**config.mk**
```make
export PLATFORM = sky130hd
export DESIGN_NAME = pol_pair_proc
export DESIGN_NICKNAME = d
export VERILOG_FILES = /design/src/rtl/pol_pkg.sv /design/src/rtl/pol_coef_regs.sv /design/src/rtl/pol_pair_gather.sv /design/src/rtl/pol_lane.sv /design/src/rtl/pol_pair_proc.sv
export SDC_FILE = /design/constraint.sdc
export NUM_CORES = 2
export LEC_CHECK = 0
export ABC_CLOCK_PERIOD_IN_PS = 16320
export BUFFER_PORTS_ARGS = -buffer_cell sky130_fd_sc_hd__buf_2
export CORE_UTILIZATION = 49
export DETAILED_ROUTE_END_ITERATION = 8
export GPL_TIMING_DRIVEN = 0
export PLACE_DENSITY_LB_ADDON = 0.05
export SYNTH_ARGS = -nofsm -noshare
export SYNTH_HDL_FRONTEND = slang
export SYNTH_SLANG_ARGS = --single-unit
```
**constraint.sdc**
```tcl
create_clock -name clk -period 16.32 [get_ports clk]
set_input_delay 4.08 -clock clk [delete_from_list [all_inputs] [get_ports clk]]
set_output_delay 4.08 -clock clk [all_outputs]
set_load 0.05 [all_outputs]
```
**src/rtl/pol_pkg.sv**
```systemverilog
// Shared defaults and weight selector encoding for the polarization pair processor.
// Assumes all users take widths from these defaults unless overridden at the top.
package pol_pkg;
    localparam int PIX_W_DEF     = 12;
    localparam int COEF_W_DEF    = 16;
    localparam int COEF_FRAC_DEF = 8;
    localparam int OUT_W_DEF     = 16;
    localparam int NUM_COEF      = 4;

    typedef enum logic [1:0] {
        W_SUM_P1  = 2'd0,
        W_SUM_P2  = 2'd1,
        W_DIFF_P1 = 2'd2,
        W_DIFF_P2 = 2'd3
    } wsel_e;
endpackage

```
**src/rtl/pol_coef_regs.sv**
```systemverilog
// Weight register bank: four signed fixed-point weights, written one at a time.
// Assumes writes occur between frames; reset value of every weight is 1.0.
module pol_coef_regs
    import pol_pkg::*;
#(
    parameter int COEF_W    = COEF_W_DEF,
    parameter int COEF_FRAC = COEF_FRAC_DEF
) (
    input  logic                       clk,
    input  logic                       rst_n,
    input  logic                       cfg_we,
    input  logic [1:0]                 cfg_sel,
    input  logic [COEF_W-1:0]          cfg_data,
    output logic [NUM_COEF*COEF_W-1:0] coef_flat
);
    localparam logic [COEF_W-1:0] UNITY = COEF_W'(1) << COEF_FRAC;

    for (genvar g = 0; g < NUM_COEF; g++) begin : g_wreg
        logic [COEF_W-1:0] w_q;
        // Load this weight when selected, unity on reset.
        always_ff @(posedge clk) begin
            if (!rst_n) begin
                w_q <= UNITY;
            end else if (cfg_we && (cfg_sel == 2'(g))) begin
                w_q <= cfg_data;
            end
        end
        assign coef_flat[g*COEF_W +: COEF_W] = w_q;
    end
endmodule

```
**src/rtl/pol_pair_gather.sv**
```systemverilog
// Pair former: holds the first component of each pair and emits both
// components together when the partner arrives. Start-of-row restarts pairing.
// Assumes in_pix is only meaningful when in_valid is high.
module pol_pair_gather
    import pol_pkg::*;
#(
    parameter int PIX_W = PIX_W_DEF
) (
    input  logic             clk,
    input  logic             rst_n,
    input  logic             in_valid,
    input  logic             in_sol,
    input  logic [PIX_W-1:0] in_pix,
    output logic             pair_valid,
    output logic [PIX_W-1:0] pair_p1,
    output logic [PIX_W-1:0] pair_p2
);
    logic             have_p1;
    logic [PIX_W-1:0] held_p1;

    // Track pairing phase and emit a completed pair for one cycle.
    always_ff @(posedge clk) begin
        if (!rst_n) begin
            have_p1    <= 1'b0;
            held_p1    <= '0;
            pair_valid <= 1'b0;
            pair_p1    <= '0;
            pair_p2    <= '0;
        end else begin
            pair_valid <= 1'b0;
            if (in_valid) begin
                if (in_sol || !have_p1) begin
                    held_p1 <= in_pix;
                    have_p1 <= 1'b1;
                end else begin
                    pair_valid <= 1'b1;
                    pair_p1    <= held_p1;
                    pair_p2    <= in_pix;
                    have_p1    <= 1'b0;
                end
            end
        end
    end
endmodule

```
**src/rtl/pol_lane.sv**
```systemverilog
// One arithmetic lane: two signed products, add or subtract, round half up,
// clamp to an unsigned or signed output range. Two register stages.
// Assumes COEF_FRAC >= 1 and the rounded width exceeds OUT_W.
module pol_lane
    import pol_pkg::*;
#(
    parameter int PIX_W        = PIX_W_DEF,
    parameter int COEF_W       = COEF_W_DEF,
    parameter int COEF_FRAC    = COEF_FRAC_DEF,
    parameter int OUT_W        = OUT_W_DEF,
    parameter bit SUBTRACT     = 1'b0,
    parameter bit UNSIGNED_OUT = 1'b1
) (
    input  logic              clk,
    input  logic              rst_n,
    input  logic              pair_valid,
    input  logic [PIX_W-1:0]  p1,
    input  logic [PIX_W-1:0]  p2,
    input  logic [COEF_W-1:0] k1,
    input  logic [COEF_W-1:0] k2,
    output logic              res_valid,
    output logic [OUT_W-1:0]  res
);
    localparam int PROD_W = PIX_W + COEF_W;
    localparam int ACC_W  = PROD_W + 2;
    localparam int RND_W  = ACC_W - COEF_FRAC;
    localparam logic signed [ACC_W-1:0] HALF = ACC_W'(1) << (COEF_FRAC - 1);
    localparam logic signed [RND_W-1:0] UMAX = RND_W'({OUT_W{1'b1}});
    localparam logic signed [RND_W-1:0] SMAX = RND_W'({(OUT_W-1){1'b1}});
    localparam logic signed [RND_W-1:0] SMIN = ~SMAX;

    logic signed [PROD_W-1:0] prod1_q, prod2_q;
    logic                     prod_v_q;
    logic signed [ACC_W-1:0]  acc;
    logic signed [ACC_W-1:0]  acc_r;
    logic signed [RND_W-1:0]  rnd;
    logic [OUT_W-1:0]         clamped;

    // Stage 1: register both full-precision products.
    always_ff @(posedge clk) begin
        if (!rst_n) begin
            prod1_q  <= '0;
            prod2_q  <= '0;
            prod_v_q <= 1'b0;
        end else begin
            prod_v_q <= pair_valid;
            prod1_q  <= $signed(p1) * $signed(k1);
            prod2_q  <= $signed(p2) * $signed(k2);
        end
    end

    // Combine products with the lane's sign selection.
    if (SUBTRACT) begin : g_sub
        assign acc = ACC_W'(prod1_q) - ACC_W'(prod2_q);
    end else begin : g_add
        assign acc = ACC_W'(prod1_q) + ACC_W'(prod2_q);
    end

    // Round half toward plus infinity by adding one half and flooring.
    always_comb begin
        acc_r = acc + HALF;
        rnd   = acc_r[ACC_W-1:COEF_FRAC];
    end

    // Clamp to the lane's output range.
    if (UNSIGNED_OUT) begin : g_uclamp
        always_comb begin
            if (rnd < 0)         clamped = '0;
            else if (rnd > UMAX) clamped = '1;
            else                 clamped = rnd[OUT_W-1:0];
        end
    end else begin : g_sclamp
        always_comb begin
            if (rnd < SMIN)      clamped = SMIN[OUT_W-1:0];
            else if (rnd > SMAX) clamped = SMAX[OUT_W-1:0];
            else                 clamped = rnd[OUT_W-1:0];
        end
    end

    // Stage 2: register the final result and its valid.
    always_ff @(posedge clk) begin
        if (!rst_n) begin
            res_valid <= 1'b0;
            res       <= '0;
        end else begin
            res_valid <= prod_v_q;
            res       <= clamped;
        end
    end
endmodule

```
**src/rtl/pol_pair_proc.sv**
```systemverilog
// Top: pairs orthogonal-polarization neighbours and produces a weighted sum
// (unsigned intensity) and weighted difference (signed contrast) per pair.
// Assumes reference-corrected signed pixels; weights change only between frames.
module pol_pair_proc
    import pol_pkg::*;
#(
    parameter int PIX_W     = PIX_W_DEF,
    parameter int COEF_W    = COEF_W_DEF,
    parameter int COEF_FRAC = COEF_FRAC_DEF,
    parameter int OUT_W     = OUT_W_DEF
) (
    input  logic                    clk,
    input  logic                    rst_n,
    input  logic                    cfg_we,
    input  logic [1:0]              cfg_sel,
    input  logic [COEF_W-1:0]       cfg_data,
    input  logic                    in_valid,
    input  logic                    in_sol,
    input  logic [PIX_W-1:0]        in_pix,
    output logic                    out_valid,
    output logic [OUT_W-1:0]        out_sum,
    output logic signed [OUT_W-1:0] out_diff
);
    localparam int NUM_LANES = 2;

    logic [NUM_COEF*COEF_W-1:0] coef_flat;
    logic                       pair_valid;
    logic [PIX_W-1:0]           pair_p1, pair_p2;
    logic [NUM_LANES-1:0]       lane_valid;
    logic [OUT_W-1:0]           lane_res [NUM_LANES];

    pol_coef_regs #(.COEF_W(COEF_W), .COEF_FRAC(COEF_FRAC)) u_coef (
        .clk       (clk),
        .rst_n     (rst_n),
        .cfg_we    (cfg_we),
        .cfg_sel   (cfg_sel),
        .cfg_data  (cfg_data),
        .coef_flat (coef_flat)
    );

    pol_pair_gather #(.PIX_W(PIX_W)) u_gather (
        .clk        (clk),
        .rst_n      (rst_n),
        .in_valid   (in_valid),
        .in_sol     (in_sol),
        .in_pix     (in_pix),
        .pair_valid (pair_valid),
        .pair_p1    (pair_p1),
        .pair_p2    (pair_p2)
    );

    // Lane 0: weighted sum, unsigned clamp. Lane 1: weighted difference, signed clamp.
    for (genvar g = 0; g < NUM_LANES; g++) begin : g_lane
        pol_lane #(
            .PIX_W        (PIX_W),
            .COEF_W       (COEF_W),
            .COEF_FRAC    (COEF_FRAC),
            .OUT_W        (OUT_W),
            .SUBTRACT     (g == 1),
            .UNSIGNED_OUT (g == 0)
        ) u_lane (
            .clk        (clk),
            .rst_n      (rst_n),
            .pair_valid (pair_valid),
            .p1         (pair_p1),
            .p2         (pair_p2),
            .k1         (coef_flat[(2*g)*COEF_W +: COEF_W]),
            .k2         (coef_flat[(2*g+1)*COEF_W +: COEF_W]),
            .res_valid  (lane_valid[g]),
            .res        (lane_res[g])
        );
    end

    assign out_valid = &lane_valid;
    assign out_sum   = lane_res[0];
    assign out_diff  = $signed(lane_res[1]);
endmodule

```
# Word-level counts from Yosys, hierarchy flattened
# Index checks and enable logic that the tools add are counted.
# totals
register_bits	248
latch_bits	0
ramBits	0
romBits	0
output_inout_bits	33
memories	0
# op_classes
n_addsub	4
multipliers	4
n_div	0
order_cmp	4
eq_ne	3
shifts	0
mux	5
bitwise_logic	2
reduce_logical	12
# op_table
cell	count
$mul A12 B16 Y28	4
$mux W16	3
$add A29 B9 Y30 const B	1
$add A30 B9 Y30 const B	1
$add A28 B28 Y29	1
$sub A28 B28 Y29	1
$gt A22 B16 Y1 const B	1
$gt A22 B17 Y1 const B	1
$lt A22 B1 Y1 const B	1
$lt A22 B16 Y1 const B	1
$reduce_and A2 Y1	3
$eq A2 B2 Y1 const B	2
$logic_and A1 B1 Y1	4
$reduce_or A2 Y1	2
$eq A2 B1 Y1 const B	1
$logic_not A2 Y1	1
$mux W1	2
$not A1 Y1	2
$logic_not A1 Y1	1
$logic_or A1 B1 Y1	1

# Longest topological paths before layout
# logic_depth
ltp_word	5
depth_mapped	25

# Hierarchy
# A second synthesis with hierarchy kept.
# unflattened
cells_unflattened	4362
hier_area_um2	38928.6
# modules_own_cells
mod	n_inst	cells_per_inst	area_each_um2	seq_area_each_um2
pol_lane at g_lane[1].u_lane	1	2040	17893.4	1481.4
pol_lane at g_lane[0].u_lane	1	1951	17352.9	1481.4
pol_coef_regs	1	230	2369.8	1281.2
pol_pair_gather	1	140	1306.3	760.7
pol_pair_proc	1	1	6.3	0.0

# Least setup slack after synthesis
# Ideal clock, no wire load.
# synth_path
path_kind	reg-to-reg
start	register u_gather.pair_p1[0]
end	register g_lane[1].u_lane.prod1_q[27]
setup_time_ps	128
arrival_time_ps	5640
t_required_ps	16192
setup_slack_ps	10553
path_stages_with_launch	26
path_buffers	1
period_less_slack_ps	5767
path_cell_list	dfxtp_1 > clkbuf_1 > nand2_1 > fa_1 > inv_1 > fa_1 > inv_1 > fa_1 > inv_1 > fa_1 > inv_1 > fa_1 > inv_1 > ha_1 > o21a_1 > nor2_1 > nor2b_1 > o22ai_1 > a211oi_1 > o31ai_1 > a21oi_1 > and4_1 > nor3_1 > o41ai_1 > xnor2_1 > nor2_1
# synth_via
elab_chain_len	1
# synth_rtl
element	line_no	source
from (decl)	pol_pair_gather.sv:15	output logic [PIX_W-1:0] pair_p1,
from (signal assigned)	pol_pair_gather.sv:37	pair_p1 <= held_p1;
$mul A12 B16 Y28	pol_lane.sv:47	prod1_q <= $signed(p1) * $signed(k1);
to (signal assigned)	pol_lane.sv:47	
to (decl)	pol_lane.sv:32	logic signed [PROD_W-1:0] prod1_q, prod2_q;
# Every way passes these cells.
# A chain may end at the register's enable or synchronous reset.

# Worst setup path in the final report
# layout_path
start	register u_gather.pair_p1[11]
end	register g_lane[1].u_lane.prod1_q[27]
# The elaborated chain is that of the path after synthesis.

==> qor.txt <==
sequential area share after synthesis: 13.2%
final hold vios: 0
CTS tree: built
H-tree depth: 1
TNS Setup: 0 ns
switching power total: 0.619 mW
maximum root-to-sink buffer count: 3
Max Slew Vio Count: 0
I/O Buffers: 66
initial drt markers: 1364
slowest stage delay, CP: 0.90 ns
die width: 279 um
vias in the first global route: 28500
Die Footprint: 78000 um2
combinational power share: 24.3%
syn_nets: 5339
WL/cell: 19.1 um
critical path endpoint category: register
CTS sink cnt: 248
WS Path Type: reg2reg
crit share post-route: 45.0%
Initial Utilization: 49.5%
DR DRC count: 0
WP data arrival: 7.77 ns
Inst Count DP: 5370
commonest non-fill, non-tap cell in the layout: inv_1
fmax: 136 MHz
CP required: 16.74 ns
RSZ-0062 raised after global routing: no
sequential power share: 35.6%
fin nets: 5438
switching share of power: 33.5%
crit path launch type: register
crit-path most repeated cell: fa_1
CTS clk-pin slew, worst paths: 0.06 ns
LEAKAGE: 20.1 nW
CTS Buf Count: 30
IO Count: 68
dominant cells by area after synthesis: fa_1, dfxtp_1, ha_1
Core Footprint: 76100 um2
pre-CTS setup slack: 8.98 ns
worst hold path type: reg2reg
synthesized area per cell: 8.82 um2
aggregate global routing overflow: 0
peak supply drop: 79.7 uV
placer's final routability congestion estimate: 0.885
initial antenna violation count: 10
clk_skew: 0.0251 ns
slowest stage cell, crit path: dfxtp_1
most frequent cells in the layout: inv_1, fa_1, nand2_1
Non-Filler Instances: 5428
CP Max Fanout: 11
Hold WS: 0.435 ns
prevailing post-synth register cell: dfxtp_1
largest net degree at the start of global routing: 17
first-pass GRT wire length: 165000 um
Synth Cell Area: 37700 um2
flops & latches, synth: 248
root buf cell: clkbuf_16
kind of cell adding the most delay to the critical path: adder cells
Final WS setup: 8.97 ns
P&R area growth vs syn: 7.26%
post-CTS setup buffers: 0
Yosys Warn Count: 0
Routed Antenna Nets: 0
asr flop ratio synth: 0%
Worst Path Buf+Inv: 4
pwr dens: 45.7 nW/um2
crit path cell chain: inv_1 -> clkbuf_1 -> nor2_1 -> fa_1 -> fa_1 -> fa_1 -> fa_1 -> inv_1 -> fa_1 -> inv_1 -> ha_1 -> o21a_1 -> nor2_1 -> nor2b_1 -> o22ai_1 -> a211oi_1 -> o31ai_1 -> a21oi_1 -> and4_1 -> nor3_1 -> o41ai_1 -> xnor2_1 -> nor2_1
via count: 27500
status: complete, no violations
dpl cell area: 39300 um2
Yosys top cell by area: fa_1
number of synthesized flops with an enable pin: 0
DRT Pass-1 Iters: 7
number of max-cap violations: 0
share of cells above drive strength 1: 4.05%
Final min period: 7.35 ns
Rel. slew slack: 21.4%
hpwl dp: 86900 um
top-area cell type share of the netlist area: 37.8%
total wire length: 104000 um
# rows: 101
die height: 279 um
count of cell types in the netlist: 88
Via density: 5.07
Slew @ Worst Pin: 1.18 ns
Int Pwr: 1.23 mW
Clock power frac: 40.1%
post-synthesis cell count: 4274
hold_buf cts: 0
Setup-failing EPs final: 0
Clk Latency, worst-skew pair: 0.60 ns
GRT Total Usage: 27.8%
final instance area: 40400 um2
Post-CTS Resized: 0
[metal layers]
| metal | track usage, % | routed length (um) | part of all wire (%) | vias to the layer above |
|---|---|---|---|---|
| met2 | 44.2 | 46500 | 45 | 671 |
| met5 | 0 | 61 | 0.059 | - |
| met1 | 39.2 | 47000 | 45 | 13600 |
| met3 | 4.33 | 6840 | 6.6 | 147 |
| met4 | 7.69 | 3420 | 3.3 | 10 |
| li1 | - | - | - | 13000 |
[power groups by stage]
stage          combinational, mW  clock (mW)  sequential [mW]
6_report                   0.449       0.741            0.658
2_1_floorplan              0.253           0            0.740
5_1_grt                    0.489       0.773            0.662
3_5_place_dp               0.449           0            0.672
3_3_place_gp               0.448           0            0.672
4_1_cts                    0.452       0.754            0.659
[cells by family (layout without fill, tap and decap cells)]
family          after synthesis  count (layout)  share of synthesized area, %
compound gates              402             402                          7.03
xor+xnor                    144             144                          3.42
fa+ha+maj                  1030            1030                          48.4
buf+inv                    1109            1231                          11.2
flops                       248             248                          13.2
mux                          19              19                         0.505
other cells                   0               2                             0
simple gates               1322            1322                          16.3
[path summary, 6_finish.rpt]
check / start / end / slack (ns) / depth (start not counted)
max: u_gather.pair_p1[11] / g_lane[1].u_lane.prod1_q[27] / 8.97 / 23
max reg2reg: u_gather.pair_p1[11] / g_lane[1].u_lane.prod1_q[27] / 8.97 / 23
min: u_gather.pair_valid / g_lane[0].u_lane.prod_v_q / 0.43 / 1
min reg2reg: u_gather.pair_valid / g_lane[0].u_lane.prod_v_q / 0.43 / 1
[stage by stage]
stage	power (mW)	util [%]
after floorplan	0.993	-
after global placement	1.12	51.7
after detailed placement	1.12	51.7
after CTS	1.86	53.1
after global routing	1.92	53.1
final	1.85	53.1
[synthesized netlist by cell type, drive strengths merged (43+ instances only)]
master	instances
nor3	43
and2	272
nor2	174
clkbuf	177
xor2	49
nand3	43
ha	318
o21ai	56
dfxtp	248
fa	712
xnor2	95
nand2	658
a21oi	164
inv	925
[registers in the layout (all words and copies together) (netlist names)]
| register | flops |
|---|---|
| u_gather.pair_p2 | 12 |
| u_gather.held_p1 | 12 |
| u_gather.pair_valid | 1 |
| u_gather.have_p1 | 1 |
| g_lane.u_lane.prod1_q | 56 |
| u_gather.pair_p1 | 12 |
| g_lane.u_lane.res | 32 |
| g_lane.u_lane.res_valid | 1 |
| g_lane.u_lane.prod_v_q | 1 |
| u_coef.g_wreg.w_q | 64 |
| g_lane.u_lane.prod2_q | 56 |
[layout make-up]
class	count	area, um2
Fill cell	7294	35700
Multi-Input combinational cell	2917	28500
Sequential cell	248	4960
Inverter	925	3470
Tap cell	1030	1290
Clock buffer	40	848
Buffer	184	748
Timing Repair Buffer	67	345
Clock inverter	15	249
Antenna cell	2	5.00
[worst register-to-register path: cells and delay by family (launching register included)]
family,cells,cell delay [ns]
AOI/OAI and AO/OA,6,1.54
DFF,1,0.90
adders and majority gates,6,2.73
buffers and inverters,4,0.94
and+or+nand+nor,6,0.87
xor gates and xnor gates,1,0.21
(Power assumes the default switching activity.)
